===== src/rtl/sa6_pkg.sv =====
package sa6_pkg;

  // Strobes from the framing control to the code datapath
  typedef struct packed {
    logic shiftEn;     // take sa6Bit this cycle
    logic restart;     // drop partial nibble (sync mode start strobe)
    logic nibbleDone;  // this bit completes a nibble
    logic updateEn;    // status and interrupt may change
  } sa6Strobes_t;

  // Value of defined code idx: top bit set plus even steps, last code all ones
  function automatic int codeValue(input int idx, input int width, input int count);
    if (idx == count - 1) return (1 << width) - 1;
    return (1 << (width - 1)) | (idx << 1);
  endfunction

endpackage


===== src/rtl/sa6_frame_ctrl.sv =====
module sa6_frame_ctrl #(
  parameter int NIB_W = 4
) (
  input  logic                clk,
  input  logic                rstN,
  input  logic                bitValid,
  input  logic                smfStart,
  input  logic                syncMode,
  input  logic                basicAsync,
  input  logic                mfAligned,
  output sa6_pkg::sa6Strobes_t strobes
);
  localparam int CNT_W = (NIB_W > 2) ? $clog2(NIB_W) : 1;
  localparam logic [CNT_W-1:0] LAST = CNT_W'(NIB_W - 1);

  logic [CNT_W-1:0] bitCnt;
  logic restart;

  assign restart = syncMode & smfStart;

  always_comb begin
    strobes.shiftEn    = bitValid;
    strobes.restart    = restart;
    strobes.nibbleDone = bitValid && !restart && (bitCnt == LAST);
    strobes.updateEn   = !basicAsync && (!syncMode || mfAligned);
  end

  always_ff @(posedge clk) begin
    if (!rstN) begin
      bitCnt <= '0;
    end else if (restart) begin
      bitCnt <= bitValid ? CNT_W'(1) : '0;
    end else if (bitValid) begin
      bitCnt <= (bitCnt == LAST) ? '0 : bitCnt + CNT_W'(1);
    end
  end

endmodule


===== src/rtl/sa6_code_dp.sv =====
module sa6_code_dp #(
  parameter int NIB_W   = 4,
  parameter int PERSIST = 3,
  parameter int CODES   = 5,
  localparam int STAT_W = CODES + 1
) (
  input  logic                 clk,
  input  logic                 rstN,
  input  sa6_pkg::sa6Strobes_t strobes,
  input  logic                 sa6Bit,
  input  logic                 readStrobe,
  output logic [STAT_W-1:0]    statusOut,
  output logic                 changeIrq
);
  localparam int RUN_W = $clog2(PERSIST + 1);
  localparam logic [RUN_W-1:0] RUN_MAX = RUN_W'(PERSIST);

  logic [NIB_W-2:0]  shiftReg;
  logic [NIB_W-1:0]  nibble;
  logic [CODES-1:0]  hit;
  logic [STAT_W-1:0] classHot;
  logic [STAT_W-1:0] prevHot;
  logic [STAT_W-1:0] acceptedHot;
  logic [RUN_W-1:0]  runCnt;
  logic [RUN_W-1:0]  nextRun;
  logic              accepted;
  logic              commit;

  assign nibble = {shiftReg, sa6Bit};

  // Classifier: one comparator per defined code, undefined class on top
  for (genvar i = 0; i < CODES; i++) begin : g_code
    assign hit[i] = (nibble == NIB_W'(sa6_pkg::codeValue(i, NIB_W, CODES)));
  end
  assign classHot = {~|hit, hit};

  always_comb begin
    if (classHot != prevHot)  nextRun = RUN_W'(1);
    else if (runCnt == RUN_MAX) nextRun = RUN_MAX;
    else                      nextRun = runCnt + RUN_W'(1);
    accepted = strobes.nibbleDone && (nextRun == RUN_MAX);
    commit   = accepted && strobes.updateEn;
  end

  always_ff @(posedge clk) begin
    if (!rstN) begin
      shiftReg <= '0;
    end else if (strobes.restart) begin
      shiftReg <= strobes.shiftEn ? (NIB_W-1)'(sa6Bit) : '0;
    end else if (strobes.shiftEn) begin
      shiftReg <= nibble[NIB_W-2:0];
    end
  end

  always_ff @(posedge clk) begin
    if (!rstN) begin
      prevHot <= '0;
      runCnt  <= '0;
    end else if (strobes.nibbleDone) begin
      prevHot <= classHot;
      runCnt  <= nextRun;
    end
  end

  always_ff @(posedge clk) begin
    if (!rstN) begin
      statusOut   <= '0;
      acceptedHot <= '0;
      changeIrq   <= 1'b0;
    end else begin
      statusOut <= (readStrobe ? '0 : statusOut) | (commit ? classHot : '0);
      changeIrq <= commit && (classHot != acceptedHot);
      if (commit) acceptedHot <= classHot;
    end
  end

endmodule


===== src/rtl/sa6_code_watch.sv =====
module sa6_code_watch #(
  parameter int NIB_W   = 4,
  parameter int PERSIST = 3,
  parameter int CODES   = 5,
  localparam int STAT_W = CODES + 1
) (
  input  logic              clk,
  input  logic              rstN,
  input  logic              bitValid,
  input  logic              sa6Bit,
  input  logic              smfStart,
  input  logic              syncMode,
  input  logic              basicAsync,
  input  logic              mfAligned,
  input  logic              readStrobe,
  output logic [STAT_W-1:0] statusOut,
  output logic              changeIrq
);
  sa6_pkg::sa6Strobes_t strobes;

  sa6_frame_ctrl #(.NIB_W(NIB_W)) i_ctrl (
    .clk        (clk),
    .rstN       (rstN),
    .bitValid   (bitValid),
    .smfStart   (smfStart),
    .syncMode   (syncMode),
    .basicAsync (basicAsync),
    .mfAligned  (mfAligned),
    .strobes    (strobes)
  );

  sa6_code_dp #(.NIB_W(NIB_W), .PERSIST(PERSIST), .CODES(CODES)) i_dp (
    .clk        (clk),
    .rstN       (rstN),
    .strobes    (strobes),
    .sa6Bit     (sa6Bit),
    .readStrobe (readStrobe),
    .statusOut  (statusOut),
    .changeIrq  (changeIrq)
  );

endmodule


===== config.mk =====
export PLATFORM = sky130hd
export DESIGN_NAME = sa6_code_watch
export DESIGN_NICKNAME = d
export VERILOG_FILES = /design/src/rtl/sa6_pkg.sv /design/src/rtl/sa6_frame_ctrl.sv /design/src/rtl/sa6_code_dp.sv /design/src/rtl/sa6_code_watch.sv
export SDC_FILE = /design/constraint.sdc
export NUM_CORES = 1
export LEC_CHECK = 0
export ABC_AREA = 0
export BUFFER_PORTS_ARGS = -buffer_cell sky130_fd_sc_hd__buf_2
export CAP_MARGIN = 20
export CORE_AREA = 8 8 62 64
export DETAILED_ROUTE_END_ITERATION = 12
export DIE_AREA = 0 0 70 72
export HOLD_SLACK_MARGIN = 0.02
export PLACE_DENSITY = 0.79
export REMOVE_ABC_BUFFERS = 1
export SKIP_CTS_REPAIR_TIMING = 1
export SYNTH_ARGS = -nofsm -noshare
export SYNTH_HDL_FRONTEND = slang
export SYNTH_SLANG_ARGS = --single-unit

===== constraint.sdc =====
create_clock -name clk -period 1.8 [get_ports clk]
set_input_delay 0.54 -clock clk [delete_from_list [all_inputs] [get_ports clk]]
set_output_delay 0.54 -clock clk [all_outputs]
set_load 0.005 [all_outputs]

# After elaboration in Yosys (flattened, before gate mapping)
# Cells that the tools add are included.
# totals
regBits	26
latchBits	0
ramBits	0
mem_bits_ro	0
inputBits	9
output_inout_bits	7
elab_cells	45
n_memories	0
# classes
add_sub_neg	2
mul	0
div	0
order_cmp	0
eq_ne	10
shift	0
n_mux	11
bitwise	2
n_reduce_logical	13
# ops
op	count
equality test 4 bit (second input constant)	5
2-to-1 mux 6 bit	2
inequality test 6 bit	2
2-to-1 mux 2 bit	5
equality test 2 bit (second input constant)	3
logical AND 1 bit	6
2-to-1 mux 3 bit	2
OR 6 bit	1
OR reduction 5 bit	1
adder 2 x 1 -> 2 bit (second input constant)	2
zero test 1 bit	4
2-to-1 mux 1 bit	2
nonzero test 2 bit	1
bitwise AND 1 bit	1
logical OR 1 bit	1

# Longest topological paths before layout
# Gate-level depths: netlist of run 1.
# depth
depth_word	10
depth_mapped	7
mapped_depth_nobuf	5

# Modules after synthesis
# From an unflattened synthesis of run 1, not the netlist that was laid out.
# hier_totals
hier_cells	160
hier_area_um2	1321.3
# by_module_without_submodules
module	n_inst	cells_each	area_per_inst_um2	seq_area_each_um2
sa6_code_dp	1	144	1179.9	480.5
sa6_frame_ctrl	1	16	141.4	40.0

# Least setup slack after synthesis of run 1
# OpenSTA, ideal clock, no wires.
# synth_timing
path_kind	in2reg
startpoint	input bitValid
endpoint	register i_dp.acceptedHot[2]
setup_ns	0.119
t_arrival_ns	1.650
t_required_ns	1.681
path_slack_ns	0.031
path_stages	6
path_buffers	2
path_cell_list	buf_2 > nand3_2 > a2111oi_4 > nand4_4 > buf_6 > mux2i_1
# synth_between
elab_chain_len	4
# synth_rtl
item	line	text
start: declaration	sa6_code_watch.sv:9	input logic bitValid,
logical AND 1 bit (2 in series)	sa6_frame_ctrl.sv:24	strobes.nibbleDone = bitValid && !restart && (bitCnt == LAST);
logical AND 1 bit	sa6_code_dp.sv:41	accepted = strobes.nibbleDone && (nextRun == RUN_MAX);
logical AND 1 bit	sa6_code_dp.sv:42	commit = accepted && strobes.updateEn;
end signal: assignment	sa6_code_dp.sv:73	if (commit) acceptedHot <= classHot;
end: declaration	sa6_code_dp.sv:23	logic [STAT_W-1:0] acceptedHot;
# No other way between the ends.
# A chain may end at the register's enable or synchronous reset.

# Final worst setup path of run 1
# layout_timing
startpoint	register i_dp.shiftReg[1]
endpoint	register i_dp.runCnt[1]
# layout_between
elab_chain_len	5
word_cells_on_any_way	9
cone_classes	eq/ne: 6; mux: 1; reduce/logical: 2
# layout_rtl
item	line	text
start: declaration	sa6_code_dp.sv:18	logic [NIB_W-2:0] shiftReg;
start signal: assignment	sa6_code_dp.sv:49	shiftReg <= strobes.shiftEn ? (NIB_W-1)'(sa6Bit) : '0;
start signal: assignment	sa6_code_dp.sv:51	shiftReg <= nibble[NIB_W-2:0];
equality test 4 bit	sa6_code_dp.sv:33	assign hit[i] = (nibble == NIB_W'(sa6_pkg::codeValue(i, NIB_W, CODES)));
OR reduction 5 bit	sa6_code_dp.sv:35	assign classHot = {~|hit, hit};
zero test 1 bit	sa6_code_dp.sv:35	
inequality test 6 bit (*)	sa6_code_dp.sv:38	if (classHot != prevHot) nextRun = RUN_W'(1);
2-to-1 mux 2 bit (*)	sa6_code_dp.sv:38	
end signal: assignment	sa6_code_dp.sv:61	runCnt <= nextRun;
end: declaration	sa6_code_dp.sv:24	logic [RUN_W-1:0] runCnt;
# Mark *: on every way between the ends. The rest lies on a longest branch, timed or not.

==> run summary, run 1 <==
The flow ran to the end, and the final reports show no timing, DRC or antenna violations. The highest attainable clock frequency is 583 MHz. The post-route DRC violation count came out at 0. The root buffer cell chosen for the clock tree is sky130_fd_sc_hd__clkbuf_4. The worst setup path category is reg -> reg. Setup repair after global routing left no endpoint under its margin. Combinational cells account for 7.7% of the total power. The number of nets at the end of the flow came out at 194. The worst path arrival time is 1.94 ns. The number of pins with negative max-slew slack in the final report came out at 0. The area growth from synthesis to final layout is 13.5%. Dividing the final minimum period by the clock period gives 95.4%. The buffer depth of the longest clock path is 2.

Max-cap violations in this run came to 0. The worst-case headroom to the max-slew limit came out at 68.6%. The number of setup violations in the final report came out at 0. The total of buffers placed on input and output ports is 15. The global-route total usage across every layer came out at 12.4%. The total detailed-routing wirelength came out at 3.14 mm. The via count of the first global-routing pass came out at 1185. The power spent charging and discharging nets came out at 215 uW. The later pin in the worst-skew pair is clocked with a latency of 0.32 ns. The share of post-route cells with drive strength above 1 is 25.7%.

The clock skew after layout is 0.00194 ns. Timing analysis after detailed placement gives a worst setup slack of -0.171 ns. The summed instance area of the synthesized netlist is 1420 um^2. The placeable core area is 2900 um^2. The number of standard cells in the final layout excluding fillers is 216. The number of core rows came out at 20. The part of the power in registers came out at 61.6%.

The wire length per cell is 14.5 um. The final sum of negative setup slack is 0 ns. Leaving out fill and tap cells, the most frequent cell in the layout is sky130_fd_sc_hd__nand2_1. In this run, synthesis inferred 0 flip-flops with an integrated enable.

The switching part of the total came out at 22.6%. In this run the worst path has a maximum fanout of 10. Counting distinct cell types in the post-synthesis netlist gives 44.

Leaving out fill and tap cells, the most frequent cells in the layout are 31 x sky130_fd_sc_hd__nand2_1, 24 x sky130_fd_sc_hd__dfxtp_1, 15 x sky130_fd_sc_hd__buf_2, 14 x sky130_fd_sc_hd__buf_4, 11 x sky130_fd_sc_hd__nand3b_1. At the end of routability-driven placement, the weighted congestion stood at 0.909. The largest net degree at the start of global routing is 31. The total power per unit cell area is 593 nW/um^2.

The global-route wire length before repair is 5.35 mm. The data required time at the worst endpoint came out at 2.02 ns. Internal power comes to 737 uW. The clock share of power is 30.7%. Final hold analysis gives a worst-case slack of 0.482 ns. The kind of launch point of the worst setup path is a flip-flop. Using the TritonRoute via totals, the vias-per-cell ratio works out to 5.67. Pin placement for this block handled 16 I/O pins. Clock-pin slew was measured on the worst setup and hold paths at 0.14 ns.

The post-layout utilization of the core came out at 55.4%. A synthesized cell averages 8.85 um^2. The placed wire-length estimate after detailed placement is 2.32 mm. The worst setup path is captured at a flip-flop. The clock sink count came out at 26. The effective utilization at floorplan is 48.8%. Across the VDD grid, the largest voltage drop is 0.000394 V. The vertical die dimension came out at 72 um. The TritonCTS buffer count is 3.

The detailed-route via count is 1225. Summed over all cells, the static leakage comes to 0.000673 uW. Once routing completed, OpenROAD measured the worst setup slack at 0.0835 ns. In this run the worst hold path is classified as reg -> reg. The floorplan die area is 5040 um^2. Of the synthesized area, sequential elements account for 36.7%.

The final critical delay including setup and external delays is 1.72 ns. The synthesis warning total is 0. The actual transition at the worst max-transition pin is 0.471 ns. For this run, the leading register cell type out of synthesis is sky130_fd_sc_hd__dfxtp_1. The number of diodes is 0. The share of synthesized registers carrying an async set or reset is 0%. The number of hold violations in the final report is 0. TritonCTS built the clock tree. The number of antenna violations at the first check in global routing came out at 0. Once detail routing completed, the nets flagged for antenna violations numbered 0. The number of standard cells after synthesis came out at 160. The horizontal die dimension came out at 70 um. The leftover overflow at the end of global routing is 0. The total iterations of the first detailed-routing run came out at 4. The number of design-rule violations left by the first detailed-router iteration is 58.

The H-tree depth is 1. The placed cell count is 212. The register bit count reported by yosys came out at 26. Counting the fill cells in the layout gives 264.
[state kept, by name (all words and copies together) (netlist names)]
signal	flops
i_ctrl.bitCnt	2
i_dp.prevHot	6
i_dp.acceptedHot	6
i_dp.runCnt	2
i_dp.shiftReg	3
i_dp.statusOut	6
i_dp.changeIrq	1
[path summary, 6_finish.rpt]
path	from	slack, ns	cells past startpoint	to
min reg2reg	i_dp.statusOut[1]	0.48	2	i_dp.statusOut[1]
max reg2reg	i_dp.shiftReg[1]	0.08	5	i_dp.runCnt[1]
max	i_dp.shiftReg[1]	0.08	5	i_dp.runCnt[1]
min	i_dp.statusOut[1]	0.48	2	i_dp.statusOut[1]
[cell type report]
class	instances	area, um^2	area share [%]
clock buffers	4	36.3	2.26
inverters	2	7.51	0.467
multi-input cells	122	820	51.0
flip-flops and latches	26	523	32.5
well taps	33	41.3	2.57
repair buffers	29	180	11.2
[per-stage QoR]
stage | power [uW] | instance area [um^2]
2_1_floorplan | 625 | 1350
3_3_place_gp | 666 | 1570
3_5_place_dp | 671 | 1570
4_1_cts | 956 | 1610
5_1_grt | 994 | 1610
6_report | 953 | 1610
[power by group through the flow]
| stage | registers, uW | clock network [uW] | logic (uW) |
|---|---|---|---|
| 2_1_floorplan | 599 | 0 | 25.7 |
| 3_3_place_gp | 599 | 0 | 67.6 |
| 3_5_place_dp | 599 | 0 | 71.9 |
| 4_1_cts | 586 | 297 | 72.4 |
| 5_1_grt | 588 | 327 | 79.4 |
| 6_report | 587 | 293 | 73.0 |
[kinds of logic (layout without fill, tap and decap cells)]
group           after synthesis  count (layout)  share of synthesized area, %
buf+inv                      12              35                          5.39
flops                        26              26                          36.7
mux                          10              10                          7.16
compound gates               30              30                          15.8
simple gates                 81              81                          34.0
fa+ha+maj                     1               1                         0.883
[routing by layer]
| metal | vias to the layer above | global-route usage, % | routed length [um] |
|---|---|---|---|
| met5 | - | 0 | 0 |
| met1 | 575 | 14.0 | 1330 |
| met4 | 0 | 5.80 | 65 |
| li1 | 615 | - | - |
| met2 | 26 | 22.2 | 1630 |
| met3 | 9 | 2.18 | 108 |
[Yosys cell counts, drive strengths merged (3+ instances only)]
master  instances  area share (%)
mux2i           9             6.4
and3            3             1.4
dfxtp          26              37
and2            3             1.3
buf             5             3.5
nand3b         11             5.8
nor2b           3             1.9
clkbuf          5             1.3
or3b            3             1.9
a21oi           4             1.4
o21ai          10             3.5
nand3           7             2.8
nor2           10             2.7
nand2          31             8.2
a21boi          5             2.7
[critical path, stage by stage (launching register included)]
cell and delay, ns:
sky130_fd_sc_hd__dfxtp_2 0.47, sky130_fd_sc_hd__and3b_1 0.21, sky130_fd_sc_hd__nor4_2 0.31, sky130_fd_sc_hd__o22ai_2 0.17
sky130_fd_sc_hd__and3_1 0.20, sky130_fd_sc_hd__o221a_1 0.25
No activity file was read; power rests on OpenSTA's default activity.
==> inputs of run 2 (changes only) <==
Settings changed: CORE_AREA 8 8 62 64 to 2 2 56 58, DIE_AREA 0 0 70 72 to 0 0 58 60.
==> run 2 against run 1 <==
Effect of this change:
- non-clock buffer count grew 4
- sequential power is essentially flat
- clock power shrank 16%
- sequential cell count is the same
- critical path type unchanged
- largest cell class unchanged
==> run summary, run 2 (synthesis gave the netlist of run 1 again) <==
The critical-path cell with the highest stage delay is sky130_fd_sc_hd__dfxtp_4. The kind of launch point of the worst setup path is a flip-flop. The leftover overflow at the end of global routing is 0 (unchanged).

The endpoint of the worst register-to-register path is i_dp.runCnt[1]. In the layout the commonest cells are 31 x sky130_fd_sc_hd__nand2_1, 21 x sky130_fd_sc_hd__dfxtp_1, 18 x sky130_fd_sc_hd__buf_4, 15 x sky130_fd_sc_hd__buf_2, 11 x sky130_fd_sc_hd__nand3b_1. The TritonCTS buffer count is 3 (unchanged). The highest attainable clock frequency is 575 MHz (-1.3%).

The total power of the final layout came out at 908 uW (-4.7%). The clock sink count is 26 (unchanged). The effective utilization at floorplan is 48.8% (unchanged).

The buffer depth of the longest clock path came out at 2 (unchanged). The largest voltage drop on the vdd net is 0.000546 V (+39%). The cell depth of the worst min-delay path is 2 (unchanged).

The flop-to-flop setup slack came to 0.06 ns (-0.02 ns). The largest fanout on the critical path is 4 (-6). The clock-pin slew of the registers on the worst-case setup and hold paths came out at 0.14 ns (about the same).

The final sum of negative setup slack came out at 0 ns (unchanged). The number of diodes came out at 0 (unchanged). The final critical delay including setup and external delays is 1.74 ns (+0.0221 ns). TritonCTS built the clock tree. For hold timing, the worst endpoint is i_dp.statusOut[2]. The source of the worst register-to-register timing path is i_dp.shiftReg[1]. The number of core rows came to 20 (unchanged). The vertical die dimension was 60 um (-17%).

The detailed-route via count is 1251 (+2.1%). The worst min-delay path startpoint is i_dp.statusOut[2]. The number of design-rule violations left by the first detailed-router iteration came to 33 (-43%). The total iterations of the first detailed-routing run came out at 4 (unchanged). The count of maximum capacitance violations came to 0 (unchanged).

The number of antenna violations at the first check in global routing was 0 (unchanged). Clock tree synthesis selected as its root buffer the cell sky130_fd_sc_hd__clkbuf_4. The share of post-route cells with drive strength above 1 came out at 29.4% (+3.7 points). The element type at the critical path end is a flip-flop. The actual transition at the worst max-transition pin came out at 0.612 ns (+0.142 ns). The via density per instance is 5.69 (+0.27%). The final cycle utilization of the critical path was 96.6% (+1.2 points).

The post-route antenna net violation count is 0 (unchanged). The signal on the critical path passes through buf_4 -> and4b_1 -> nor4_2 -> o22ai_2 -> and3_4 -> o221a_1. The largest net degree at the start of global routing is 31 (unchanged). The largest stage delay on the critical path is 0.37 ns (-0.10 ns). The top-level I/O count came out at 16 (unchanged).

The clock latency reported for the late side of the worst-skew pair is 0.31 ns (about the same). The number of cell instances on the worst register-to-register path is 6 (+1). The clock skew after layout came out at 0.00382 ns (+0.00188 ns). The post-route DRC violation count came to 0 (unchanged). The horizontal die dimension came out at 58 um (-17%). The area growth from synthesis to layout is 17.0%. The placeable core area was 2900 um^2 (unchanged). The H-tree depth is 1 (unchanged). The data required time at the worst endpoint came out at 2.02 ns (about the same). The flow ran to the end, and the final reports show no timing, DRC or antenna violations. The worst-case headroom to the max-slew limit is 59.0% (-9.6 points).

The via count of the first global-routing pass is 1173 (-1.0%). The total power per unit cell area came out at 548 nW/um^2 (-7.5%). The floorplan die area is 3480 um^2 (-31%). The number of setup violations in the final report is 0 (unchanged).

The largest registers in the layout are i_dp.acceptedHot (6), i_dp.prevHot (6), i_dp.statusOut (6). The global-route total usage across every layer came out at 19.0% (+6.6 points). The total of buffers placed on input and output ports came out at 15 (unchanged).

The wire length per cell is 14.8 um (+1.6%). The number of pins with negative max-slew slack in the final report was 0 (unchanged). The number of hold violations in the final report came to 0 (unchanged). The global-route wire length before repair came out at 5.13 mm (-4.1%). The last weighted congestion value of the routability-driven placer is 0.862 (-5.1%). The worst path arrival time was 1.96 ns (+0.02 ns). The leakage dissipation came out at 0.000689 uW (+2.4%). The total detailed-routing wirelength is 3.25 mm (+3.5%). The number of nets at the end of the flow came out at 199 (+2.6%).

The critical path is of the reg -> reg type. The placed wire-length estimate after detailed placement is 2.25 mm (-2.9%). The library cell used most frequently in the layout, excluding fill and tap cells, is sky130_fd_sc_hd__nand2_1. The class of the tightest hold or removal check is reg -> reg.
==> run 2: cell types whose count changed in the layout (fill, tap and decap cells not counted) <==
| cell | delta |
|---|---|
| sky130_fd_sc_hd__and3_1 | -1 |
| sky130_fd_sc_hd__buf_4 | +4 |
| sky130_fd_sc_hd__dfxtp_4 | +1 |
| sky130_fd_sc_hd__and3_4 | +1 |
| sky130_fd_sc_hd__nand4_4 | +1 |
| sky130_fd_sc_hd__clkbuf_8 | -1 |
| sky130_fd_sc_hd__dfxtp_2 | +2 |
| sky130_fd_sc_hd__dfxtp_1 | -3 |
==> run 2: layout make-up <==
cell class | count | area (um^2)
clock buffer | 3 | 22.5
fill | 246 | 1250
timing repair buffer | 33 | 210
sequential | 26 | 529
multi-input combinational | 123 | 846
tap | 33 | 41.3
inverter | 2 | 7.51
==> run 2: critical path, delay by kind of cell (launching register included) <==
| family | cells | cell delay, ns |
|---|---|---|
| AND/OR/NAND/NOR | 3 | 0.70 |
| buffers and inverters | 1 | 0.14 |
| AO/OA/AOI/OAI | 2 | 0.42 |
| flip-flops | 1 | 0.37 |
==> run 2: worst max path at each step <==
stage	endpoint	cells past startpoint	start	slack, ns
after global routing	i_dp.statusOut[5]	6	i_dp.shiftReg[1]	-0.01
after floorplan	i_dp.acceptedHot[0]	5	syncMode	0.09
after CTS	i_dp.acceptedHot[0]	6	i_dp.shiftReg[1]	0.01
final	i_dp.runCnt[1]	6	i_dp.shiftReg[1]	0.06
after detailed placement	i_dp.acceptedHot[0]	6	sa6Bit	-0.21
after global placement	i_dp.acceptedHot[2]	6	sa6Bit	-0.13
==> run 2: per-layer routing <==
metal | share of wire [%] | GRT usage (%) | up-vias | routed length, um
li1 | - | - | 626 | -
met5 | 0 | 0 | - | 0
met4 | 2.4 | 7.64 | 0 | 77
met2 | 50 | 34.1 | 34 | 1620
met1 | 44 | 22.8 | 583 | 1420
met3 | 4.1 | 2.81 | 8 | 134
==> run 2: where the power goes <==
part | internal, uW | switching [uW] | total, uW
Clock | 78.3 | 169 | 247
Combinational | 34.0 | 40.7 | 74.7
Sequential | 580 | 5.94 | 586
==> run 2: through the flow <==
stage | hold WS (ns) | cells | utilization [%] | cell area (um^2) | worst slack (ns)
finish | 0.485 | 220 | 57.1 | 1660 | 0.0614
global route | 0.497 | 220 | 57.1 | 1660 | -0.0118
CTS | 0.486 | 216 | 55.1 | 1600 | 0.0112
detailed placement | 0.466 | 213 | 54.3 | 1580 | -0.206
global placement | 0.462 | 213 | 54.3 | 1580 | -0.127
floorplan | 0.452 | 150 | - | 1350 | 0.0883
